==> src/rtl/phy_scan_pkg.sv <==
package phy_scan_pkg;

  localparam int DATA_W = 16;
  localparam int REG_W  = 5;

  // management register numbers
  localparam logic [REG_W-1:0] REG_CTRL = 5'd0;
  localparam logic [REG_W-1:0] REG_STAT = 5'd1;
  localparam logic [REG_W-1:0] REG_ID_A = 5'd2;
  localparam logic [REG_W-1:0] REG_ID_B = 5'd3;

  // bit positions inside status and control
  localparam int STAT_LINK_BIT  = 2;
  localparam int STAT_TXFD_BIT  = 14;
  localparam int STAT_TXHD_BIT  = 13;
  localparam logic [DATA_W-1:0] CTRL_AN_MASK  = 16'h1000;
  localparam logic [DATA_W-1:0] CTRL_ISO_MASK = 16'h0400;
  localparam logic [DATA_W-1:0] ID_B_MASK     = 16'hFFF0;

  typedef enum logic [1:0] {
    KIND_UNKNOWN = 2'd0,
    KIND_HOME    = 2'd1,
    KIND_LAN     = 2'd2,
    KIND_MIX     = 2'd3
  } phy_kind_e;

  typedef struct packed {
    logic [DATA_W-1:0] id_a;
    logic [DATA_W-1:0] id_b;
    phy_kind_e         kind;
  } known_dev_t;

  localparam int KNOWN_N = 3;

  function automatic known_dev_t known_entry(input int idx);
    known_dev_t e;
    case (idx)
      0:       e = '{id_a: 16'h0123, id_b: 16'h4560, kind: KIND_HOME};
      1:       e = '{id_a: 16'h0123, id_b: 16'h4570, kind: KIND_LAN};
      default: e = '{id_a: 16'h0ABC, id_b: 16'hDE00, kind: KIND_MIX};
    endcase
    return e;
  endfunction

endpackage

==> src/rtl/phy_classify.sv <==
module phy_classify
  import phy_scan_pkg::*;
(
  input  logic [DATA_W-1:0] id_a_i,
  input  logic [DATA_W-1:0] id_b_i,
  input  logic [DATA_W-1:0] stat_i,
  output phy_kind_e         kind_o
);

  known_dev_t ent;
  logic       hit;

  always_comb begin
    hit    = 1'b0;
    kind_o = KIND_UNKNOWN;
    ent    = known_entry(0);
    for (int i = 0; i < KNOWN_N; i++) begin
      ent = known_entry(i);
      if (!hit && (id_a_i == ent.id_a) && ((id_b_i & ID_B_MASK) == ent.id_b)) begin
        hit    = 1'b1;
        kind_o = ent.kind;
      end
    end
    if (kind_o == KIND_MIX) begin
      kind_o = (stat_i[STAT_TXFD_BIT] || stat_i[STAT_TXHD_BIT]) ? KIND_LAN : KIND_HOME;
    end
  end

endmodule

==> src/rtl/phy_table.sv <==
module phy_table
  import phy_scan_pkg::*;
#(
  parameter int ADDR_W = 5
) (
  input  logic                   clk,
  input  logic                   rst_n,
  input  logic                   clr_i,
  input  logic                   wr_en_i,
  input  logic [ADDR_W-1:0]      wr_addr_i,
  input  phy_kind_e              wr_kind_i,
  input  logic [ADDR_W-1:0]      rd_addr_i,
  output phy_kind_e              rd_kind_o,
  output logic [(1<<ADDR_W)-1:0] valid_o
);

  localparam int DEPTH = 1 << ADDR_W;

  logic [DEPTH-1:0] valid_q, valid_d;
  phy_kind_e        kind_q [DEPTH];

  always_comb begin
    valid_d = valid_q;
    if (clr_i) begin
      valid_d = '0;
    end else if (wr_en_i) begin
      valid_d[wr_addr_i] = 1'b1;
    end
  end

  always_ff @(posedge clk or negedge rst_n) begin
    if (!rst_n) begin
      valid_q <= '0;
    end else begin
      valid_q <= valid_d;
    end
  end

  // datapath storage, no reset: only read where valid_q is set
  always_ff @(posedge clk) begin
    for (int i = 0; i < DEPTH; i++) begin
      if (wr_en_i && (wr_addr_i == ADDR_W'(i))) begin
        kind_q[i] <= wr_kind_i;
      end
    end
  end

  assign rd_kind_o = kind_q[rd_addr_i];
  assign valid_o   = valid_q;

  // a new run starts with an empty table
  a_r2_table_cleared: assert property (@(posedge clk) disable iff (!rst_n)
    clr_i |=> (valid_q == '0));

endmodule

==> src/rtl/phy_scan_ctrl.sv <==
module phy_scan_ctrl
  import phy_scan_pkg::*;
#(
  parameter int ADDR_W = 5
) (
  input  logic              clk,
  input  logic              rst_n,
  input  logic              start,
  output logic              mgmt_req,
  output logic              mgmt_we,
  output logic [ADDR_W-1:0] mgmt_phy,
  output logic [REG_W-1:0]  mgmt_reg,
  output logic [DATA_W-1:0] mgmt_wdata,
  input  logic              mgmt_ack,
  input  logic [DATA_W-1:0] mgmt_rdata,
  output logic [ADDR_W-1:0] sel_addr,
  output logic              found,
  output logic              link_up,
  output logic              done
);

  localparam int DEPTH = 1 << ADDR_W;

  typedef enum logic [4:0] {
    S_IDLE, S_PRB_A, S_PRB_B, S_ID_A, S_ID_B, S_NEXT,
    S_WALK, S_WST_A, S_WST_B, S_WCT_RD, S_WCT_WR,
    S_SEL, S_FCT_RD, S_FCT_WR, S_FST_A, S_FST_B, S_DONE
  } st_e;

  // reset: asynchronous assert, synchronous release
  logic rst_meta_q, rst_int_n;
  always_ff @(posedge clk or negedge rst_n) begin
    if (!rst_n) begin
      rst_meta_q <= 1'b0;
      rst_int_n  <= 1'b0;
    end else begin
      rst_meta_q <= 1'b1;
      rst_int_n  <= rst_meta_q;
    end
  end

  st_e               state_q, state_d;
  logic [ADDR_W-1:0] ptr_q, ptr_d, def_q, def_d, home_q, home_d;
  logic [ADDR_W-1:0] head_q, head_d, sel_q, sel_d;
  logic              have_def_q, have_def_d, have_home_q, have_home_d;
  logic              found_q, found_d, link_q, link_d;
  logic [DATA_W-1:0] stat_q, stat_d, ida_q, ida_d, ctrl_q, ctrl_d;
  logic              tab_clr, tab_wr, stat_empty, ptr_low;
  phy_kind_e         new_kind, walk_kind;
  logic [DEPTH-1:0]  valid;

  phy_classify u_classify (
    .id_a_i (ida_q),
    .id_b_i (mgmt_rdata),
    .stat_i (stat_q),
    .kind_o (new_kind)
  );

  phy_table #(.ADDR_W(ADDR_W)) u_table (
    .clk       (clk),
    .rst_n     (rst_int_n),
    .clr_i     (tab_clr),
    .wr_en_i   (tab_wr),
    .wr_addr_i (ptr_q),
    .wr_kind_i (new_kind),
    .rd_addr_i (ptr_q),
    .rd_kind_o (walk_kind),
    .valid_o   (valid)
  );

  assign stat_empty = (mgmt_rdata == '1) || (mgmt_rdata == '0);
  assign ptr_low    = (ptr_q == '0);

  // next-state process
  always_comb begin
    state_d     = state_q;
    ptr_d       = ptr_q;
    def_d       = def_q;
    home_d      = home_q;
    head_d      = head_q;
    sel_d       = sel_q;
    have_def_d  = have_def_q;
    have_home_d = have_home_q;
    found_d     = found_q;
    link_d      = link_q;
    stat_d      = stat_q;
    ida_d       = ida_q;
    ctrl_d      = ctrl_q;
    tab_clr     = 1'b0;
    tab_wr      = 1'b0;
    case (state_q)
      S_IDLE: if (start) begin
        tab_clr     = 1'b1;
        ptr_d       = '0;
        sel_d       = '0;
        found_d     = 1'b0;
        link_d      = 1'b0;
        have_def_d  = 1'b0;
        have_home_d = 1'b0;
        state_d     = S_PRB_A;
      end
      S_PRB_A: if (mgmt_ack) state_d = S_PRB_B;
      S_PRB_B: if (mgmt_ack) begin
        stat_d  = mgmt_rdata;
        state_d = stat_empty ? S_NEXT : S_ID_A;
      end
      S_ID_A: if (mgmt_ack) begin
        ida_d   = mgmt_rdata;
        state_d = S_ID_B;
      end
      S_ID_B: if (mgmt_ack) begin
        tab_wr  = 1'b1;
        head_d  = ptr_q;           // list head = last device found
        state_d = S_NEXT;
      end
      S_NEXT: begin
        if (ptr_q == '1) begin
          state_d = (|valid) ? S_WALK : S_DONE;   // walk starts at top address
        end else begin
          ptr_d   = ptr_q + 1'b1;
          state_d = S_PRB_A;
        end
      end
      S_WALK: begin
        if (valid[ptr_q])  state_d = S_WST_A;
        else if (ptr_low)  state_d = S_SEL;
        else               ptr_d   = ptr_q - 1'b1;
      end
      S_WST_A: if (mgmt_ack) state_d = S_WST_B;
      S_WST_B: if (mgmt_ack) begin
        if (mgmt_rdata[STAT_LINK_BIT] && !have_def_q) begin
          def_d      = ptr_q;
          have_def_d = 1'b1;
          if (ptr_low) state_d = S_SEL;
          else begin ptr_d = ptr_q - 1'b1; state_d = S_WALK; end
        end else begin
          state_d = S_WCT_RD;
        end
      end
      S_WCT_RD: if (mgmt_ack) begin
        ctrl_d  = mgmt_rdata;
        state_d = S_WCT_WR;
      end
      S_WCT_WR: if (mgmt_ack) begin
        if (walk_kind == KIND_HOME) begin
          home_d      = ptr_q;
          have_home_d = 1'b1;
        end
        if (ptr_low) state_d = S_SEL;
        else begin ptr_d = ptr_q - 1'b1; state_d = S_WALK; end
      end
      S_SEL: begin
        sel_d   = have_def_q ? def_q : (have_home_q ? home_q : head_q);
        state_d = S_FCT_RD;
      end
      S_FCT_RD: if (mgmt_ack) begin
        ctrl_d  = mgmt_rdata;
        state_d = S_FCT_WR;
      end
      S_FCT_WR: if (mgmt_ack) state_d = S_FST_A;
      S_FST_A:  if (mgmt_ack) state_d = S_FST_B;
      S_FST_B:  if (mgmt_ack) begin
        link_d  = mgmt_rdata[STAT_LINK_BIT];
        found_d = 1'b1;
        state_d = S_DONE;
      end
      S_DONE:  state_d = S_IDLE;
      default: state_d = S_IDLE;
    endcase
  end

  // register process
  always_ff @(posedge clk or negedge rst_int_n) begin
    if (!rst_int_n) begin
      state_q     <= S_IDLE;
      ptr_q       <= '0;
      def_q       <= '0;
      home_q      <= '0;
      head_q      <= '0;
      sel_q       <= '0;
      have_def_q  <= 1'b0;
      have_home_q <= 1'b0;
      found_q     <= 1'b0;
      link_q      <= 1'b0;
    end else begin
      state_q     <= state_d;
      ptr_q       <= ptr_d;
      def_q       <= def_d;
      home_q      <= home_d;
      head_q      <= head_d;
      sel_q       <= sel_d;
      have_def_q  <= have_def_d;
      have_home_q <= have_home_d;
      found_q     <= found_d;
      link_q      <= link_d;
    end
  end

  // datapath capture registers, enabled by acknowledge
  always_ff @(posedge clk) begin
    if (mgmt_ack) begin
      stat_q <= stat_d;
      ida_q  <= ida_d;
      ctrl_q <= ctrl_d;
    end
  end

  // management request decode
  always_comb begin
    mgmt_req   = 1'b0;
    mgmt_we    = 1'b0;
    mgmt_phy   = ptr_q;
    mgmt_reg   = REG_STAT;
    mgmt_wdata = '0;
    case (state_q)
      S_PRB_A, S_PRB_B, S_WST_A, S_WST_B: mgmt_req = 1'b1;
      S_ID_A:   begin mgmt_req = 1'b1; mgmt_reg = REG_ID_A; end
      S_ID_B:   begin mgmt_req = 1'b1; mgmt_reg = REG_ID_B; end
      S_WCT_RD: begin mgmt_req = 1'b1; mgmt_reg = REG_CTRL; end
      S_WCT_WR: begin
        mgmt_req   = 1'b1;
        mgmt_we    = 1'b1;
        mgmt_reg   = REG_CTRL;
        mgmt_wdata = ctrl_q | CTRL_AN_MASK | CTRL_ISO_MASK;
      end
      S_FCT_RD: begin mgmt_req = 1'b1; mgmt_reg = REG_CTRL; mgmt_phy = sel_q; end
      S_FCT_WR: begin
        mgmt_req   = 1'b1;
        mgmt_we    = 1'b1;
        mgmt_reg   = REG_CTRL;
        mgmt_phy   = sel_q;
        mgmt_wdata = ctrl_q & ~CTRL_ISO_MASK;
      end
      S_FST_A, S_FST_B: begin mgmt_req = 1'b1; mgmt_phy = sel_q; end
      default: ;
    endcase
  end

  assign sel_addr = sel_q;
  assign found    = found_q;
  assign link_up  = link_q;
  assign done     = (state_q == S_DONE);

  // request fields hold until acknowledged
  a_r9_req_hold: assert property (@(posedge clk) disable iff (!rst_int_n)
    (mgmt_req && !mgmt_ack) |=> (mgmt_req && $stable(mgmt_phy) && $stable(mgmt_reg)
                                 && $stable(mgmt_we) && $stable(mgmt_wdata)));

  // done is a single-cycle pulse
  a_r8_done_pulse: assert property (@(posedge clk) disable iff (!rst_int_n)
    done |=> !done);

  // found agrees with the discovery table at the end of a run
  a_r8_found_match: assert property (@(posedge clk) disable iff (!rst_int_n)
    done |-> (found == (|valid)));

  // the selected address is always a recorded device
  a_r6_sel_recorded: assert property (@(posedge clk) disable iff (!rst_int_n)
    (done && found) |-> valid[sel_addr]);

  // walk accesses only target recorded devices
  a_r5_walk_target: assert property (@(posedge clk) disable iff (!rst_int_n)
    (mgmt_req && (state_q inside {S_WST_A, S_WST_B, S_WCT_RD, S_WCT_WR}))
      |-> valid[mgmt_phy]);

endmodule

==> config.mk <==
export PLATFORM = sky130hd
export DESIGN_NAME = phy_scan_ctrl
export DESIGN_NICKNAME = d
export VERILOG_FILES = /design/src/rtl/phy_scan_pkg.sv /design/src/rtl/phy_classify.sv /design/src/rtl/phy_table.sv /design/src/rtl/phy_scan_ctrl.sv
export SDC_FILE = /design/constraint.sdc
export NUM_CORES = 1
export LEC_CHECK = 0
export BUFFER_PORTS_ARGS = -buffer_cell sky130_fd_sc_hd__buf_4
export CAP_MARGIN = 20
export CORE_MARGIN = 3
export CORE_UTILIZATION = 35
export CTS_BUF_LIST = sky130_fd_sc_hd__clkbuf_8
export DETAILED_ROUTE_END_ITERATION = 8
export PLACE_DENSITY_LB_ADDON = 0.08
export SLEW_MARGIN = 5
export SYNTH_ARGS = -nofsm -noshare
export SYNTH_HDL_FRONTEND = slang
export SYNTH_SLANG_ARGS = --single-unit
==> constraint.sdc <==
create_clock -name clk -period 4.5 [get_ports clk]
set_clock_uncertainty 0.2 [all_clocks]
set_input_delay 0.45 -clock clk [delete_from_list [all_inputs] [get_ports clk]]
set_output_delay 0.45 -clock clk [all_outputs]
set_load 0.01 [all_outputs]
==> run summary <==
Status = completed
Worst slew margin = 0.2925
Metal3 WL = 825 um
Placement Cell Area = 8473 um2
HPWL Detailed = 14,930 um
Ys flop type = edfxtp_1
Max cap viols = 0
IO Pins = 56
Critical Path RT = 3850 ps
Post-detailed-route wirelength per cell = 21.79 um
Post-synthesis sequential area ratio = 0.5903
Core area = 21,890 um2
Final Wtd Congestion = 0.8204
Setup_tns = 0 ps
Nature of the critical path startpoint = register
Pre-CTS setup slack = 1116 ps
Hold Crit Class = primary input to register
R2r worst-path depth = 7
Clock buffer depth = 2
Rows = 54
Final period util = 0.7648
Pwr dens = 541.4 nW/um2
Layout Utilization = 0.4122
Avg Inst Size Synth = 12.10 um2
Die height = 155.5 um
CTS buffer count = 17
# setup viols final = 0
Syn-to-layout area delta = 15.43%
# fillers = 2,114
Met2 Routed Length = 10,470 um
Fmax = 290.5 MHz
Leading post-synthesis cells by cell area = edfxtp_1 (37%), dfrtp_1 (22%), nor2_1 (5.1%)
Hold Vio Cnt, Final = 0
Netlist cell types = 75
Synth top cells by count = nor2_1 (107), edfxtp_1 (97), dfrtp_1 (68)
Critical Path End Type = output port
Syn Std Cell Area = 7817 um2
Highest metal layer with signal wires = met4
RSZ-0062 raised after global routing = no
Die width = 155.5 um
Comb pwr share = 0.340
Count leader, synth = nor2_1
Final WS setup = 1058 ps
Ant. Diodes = 0
Peak supply drop = 0.2240 mV
Vias per std cell = 5.415
Die area = 24,160 um2
Register clock-pin slew on the reported worst setup and hold paths = 100 ps
Fin. max-slew vios = 0
Hold depth = 1
TritonCTS sink count = 165
Sw power = 0.001866 W
Critical path class = register to output port
Final ANT Viol Nets = 0
Initial Utilization = 0.3571
Yosys warns = 0
Port buffer count = 52
Post-Syn Instances = 646
Clk pwr share = 0.220
Vias = 5,399
Share of cells above drive strength 1 = 0.2022
Nets = 731
Sw Ratio = 0.3820
GR Overflow Total = 0
Post-synth EDFFs = 97
Cell taking the most area after synthesis = edfxtp_1
Synth async-reset ratio = 0.4121
Worst EP arrival = 2790 ps
WL final = 21,730 um
Leak = 3.528 nW
GRT Resource Usage Total = 0.1837
Flop pwr share = 0.440
Slew @ Worst Pin = 1061 ps
Fin area = 9024 um2
Initial antenna violation count = 0
Flops & latches, synth = 165
Clock Root Buffer = clkbuf_8
Drt pass-1 iters = 5
Minimum clock period = 3442 ps
Internal power = 0.003019 W
# DRC = 0
Critical path fanouts, max = 16
Synth top area share = 0.3726
Clk_lat worst skew = 450 ps
First-pass GRT wire length = 33,980 um
Largest net degree at the start of global routing = 39
Routed met1 length = 10,090 um
Vias in the first global route = 5,511
Initial DRC count = 321
CTS tree = yes
H-Tree Level Count = 4
==> cells in the final DEF (no fill, tap or decap), types with 7 or more instances in the layout <==
| cell type | synthesis | final |
|---|---|---|
| o21ai_0 | 13 | 13 |
| nand3_1 | 8 | 8 |
| clkbuf_8 | 0 | 19 |
| and2_1 | 18 | 18 |
| dlygate4sd3_1 | 0 | 15 |
| nor3_1 | 16 | 16 |
| nand2_1 | 28 | 28 |
| ha_1 | 7 | 7 |
| nand2b_1 | 11 | 11 |
| a21oi_1 | 11 | 11 |
| o22ai_1 | 12 | 11 |
| nor2_1 | 107 | 107 |
| a2bb2oi_1 | 12 | 12 |
| mux2_2 | 13 | 13 |
| edfxtp_1 | 97 | 97 |
| mux2i_1 | 34 | 34 |
| buf_4 | 4 | 66 |
| nand4_1 | 9 | 9 |
| inv_1 | 8 | 8 |
| mux2_1 | 8 | 8 |
| dfrtp_1 | 68 | 66 |
| mux4_2 | 7 | 7 |
| nor4_1 | 16 | 14 |
==> routing by layer <==
layer	track usage	vias up
met2	0.2953	121
met4	0.04544	0
li1	-	2516
met5	0	-
met1	0.2574	2741
met3	0.03616	21
==> logic make-up (layout without fill, tap and decap cells) <==
group,Yosys count,count (layout),synth area share
other,2,4,0.0009607
adders and majority gates,7,7,0.01120
and+or+nand+nor,254,254,0.1660
muxes,65,65,0.1040
buffers and inverters,54,123,0.03601
AOI/OAI and AO/OA,97,97,0.08931
DFF,165,165,0.5903
xor gates and xnor gates,2,2,0.002241
==> what timing repair did <==
item	4_1_cts	5_1_grt
hold endpoints to repair	30	0
hold buffers	15	0
setup buffers	0	0
endpoints found under the setup margin	0	0
resized for setup	0	0
==> worst max-delay path: stages, from the launching register on <==
cell     delay, ps
dfrtp_1        670
nand2_1        140
or2_2          400
o21ai_1        760
and2_1         230
buf_4          120
==> cell type report <==
type	instances	area [um2]	share of cell area
well taps	280	350.3	0.03882
repair buffers	81	645.6	0.07155
inverters	10	37.54	0.004160
clock inverters	13	138.9	0.01539
clock buffers	19	261.5	0.02898
flip-flops and latches	165	4617	0.5116
multi-input cells	429	2973	0.3295
==> worst paths after layout <==
path | slack, ps | startpoint | end
min | 40 | mgmt_rdata[13] | ctrl_q[13]
max reg2reg | 1120 | ptr_q[1] | ptr_q[1]
min reg2reg | 160 | rst_meta_q | rst_int_n
max | 1060 | state_q[3] | mgmt_wdata[11]
min in group asynchronous | 100 | rst_n | rst_int_n
max in group asynchronous | 2890 | rst_int_n | ptr_q[1]
==> metrics by stage <==
stage,instances,total power [W],hold WS [ps]
after floorplan,648,0.003231,-45.59
after global placement,950,0.003826,32.12
after detailed placement,950,0.003837,33.20
after CTS,997,0.004930,13.79
after global routing,997,0.005185,5.659
final,997,0.004886,44.20
==> power by group through the flow <==
stage               clock network, W  logic (W)  registers [W]
global placement                   0    0.00164        0.00218
CTS                          0.00111    0.00167        0.00215
floorplan                          0    0.00128        0.00195
detailed placement                 0    0.00166        0.00218
global route                 0.00117    0.00182        0.00219
finish                       0.00108    0.00166        0.00215
==> state kept, by name (all words and copies together) (netlist names), 15 cells and up <==
name,flops
ctrl_q,15
ida_q,16
u_table.kind_q,64
u_table.valid_o,32
Power figures use the tool's default switching activity.
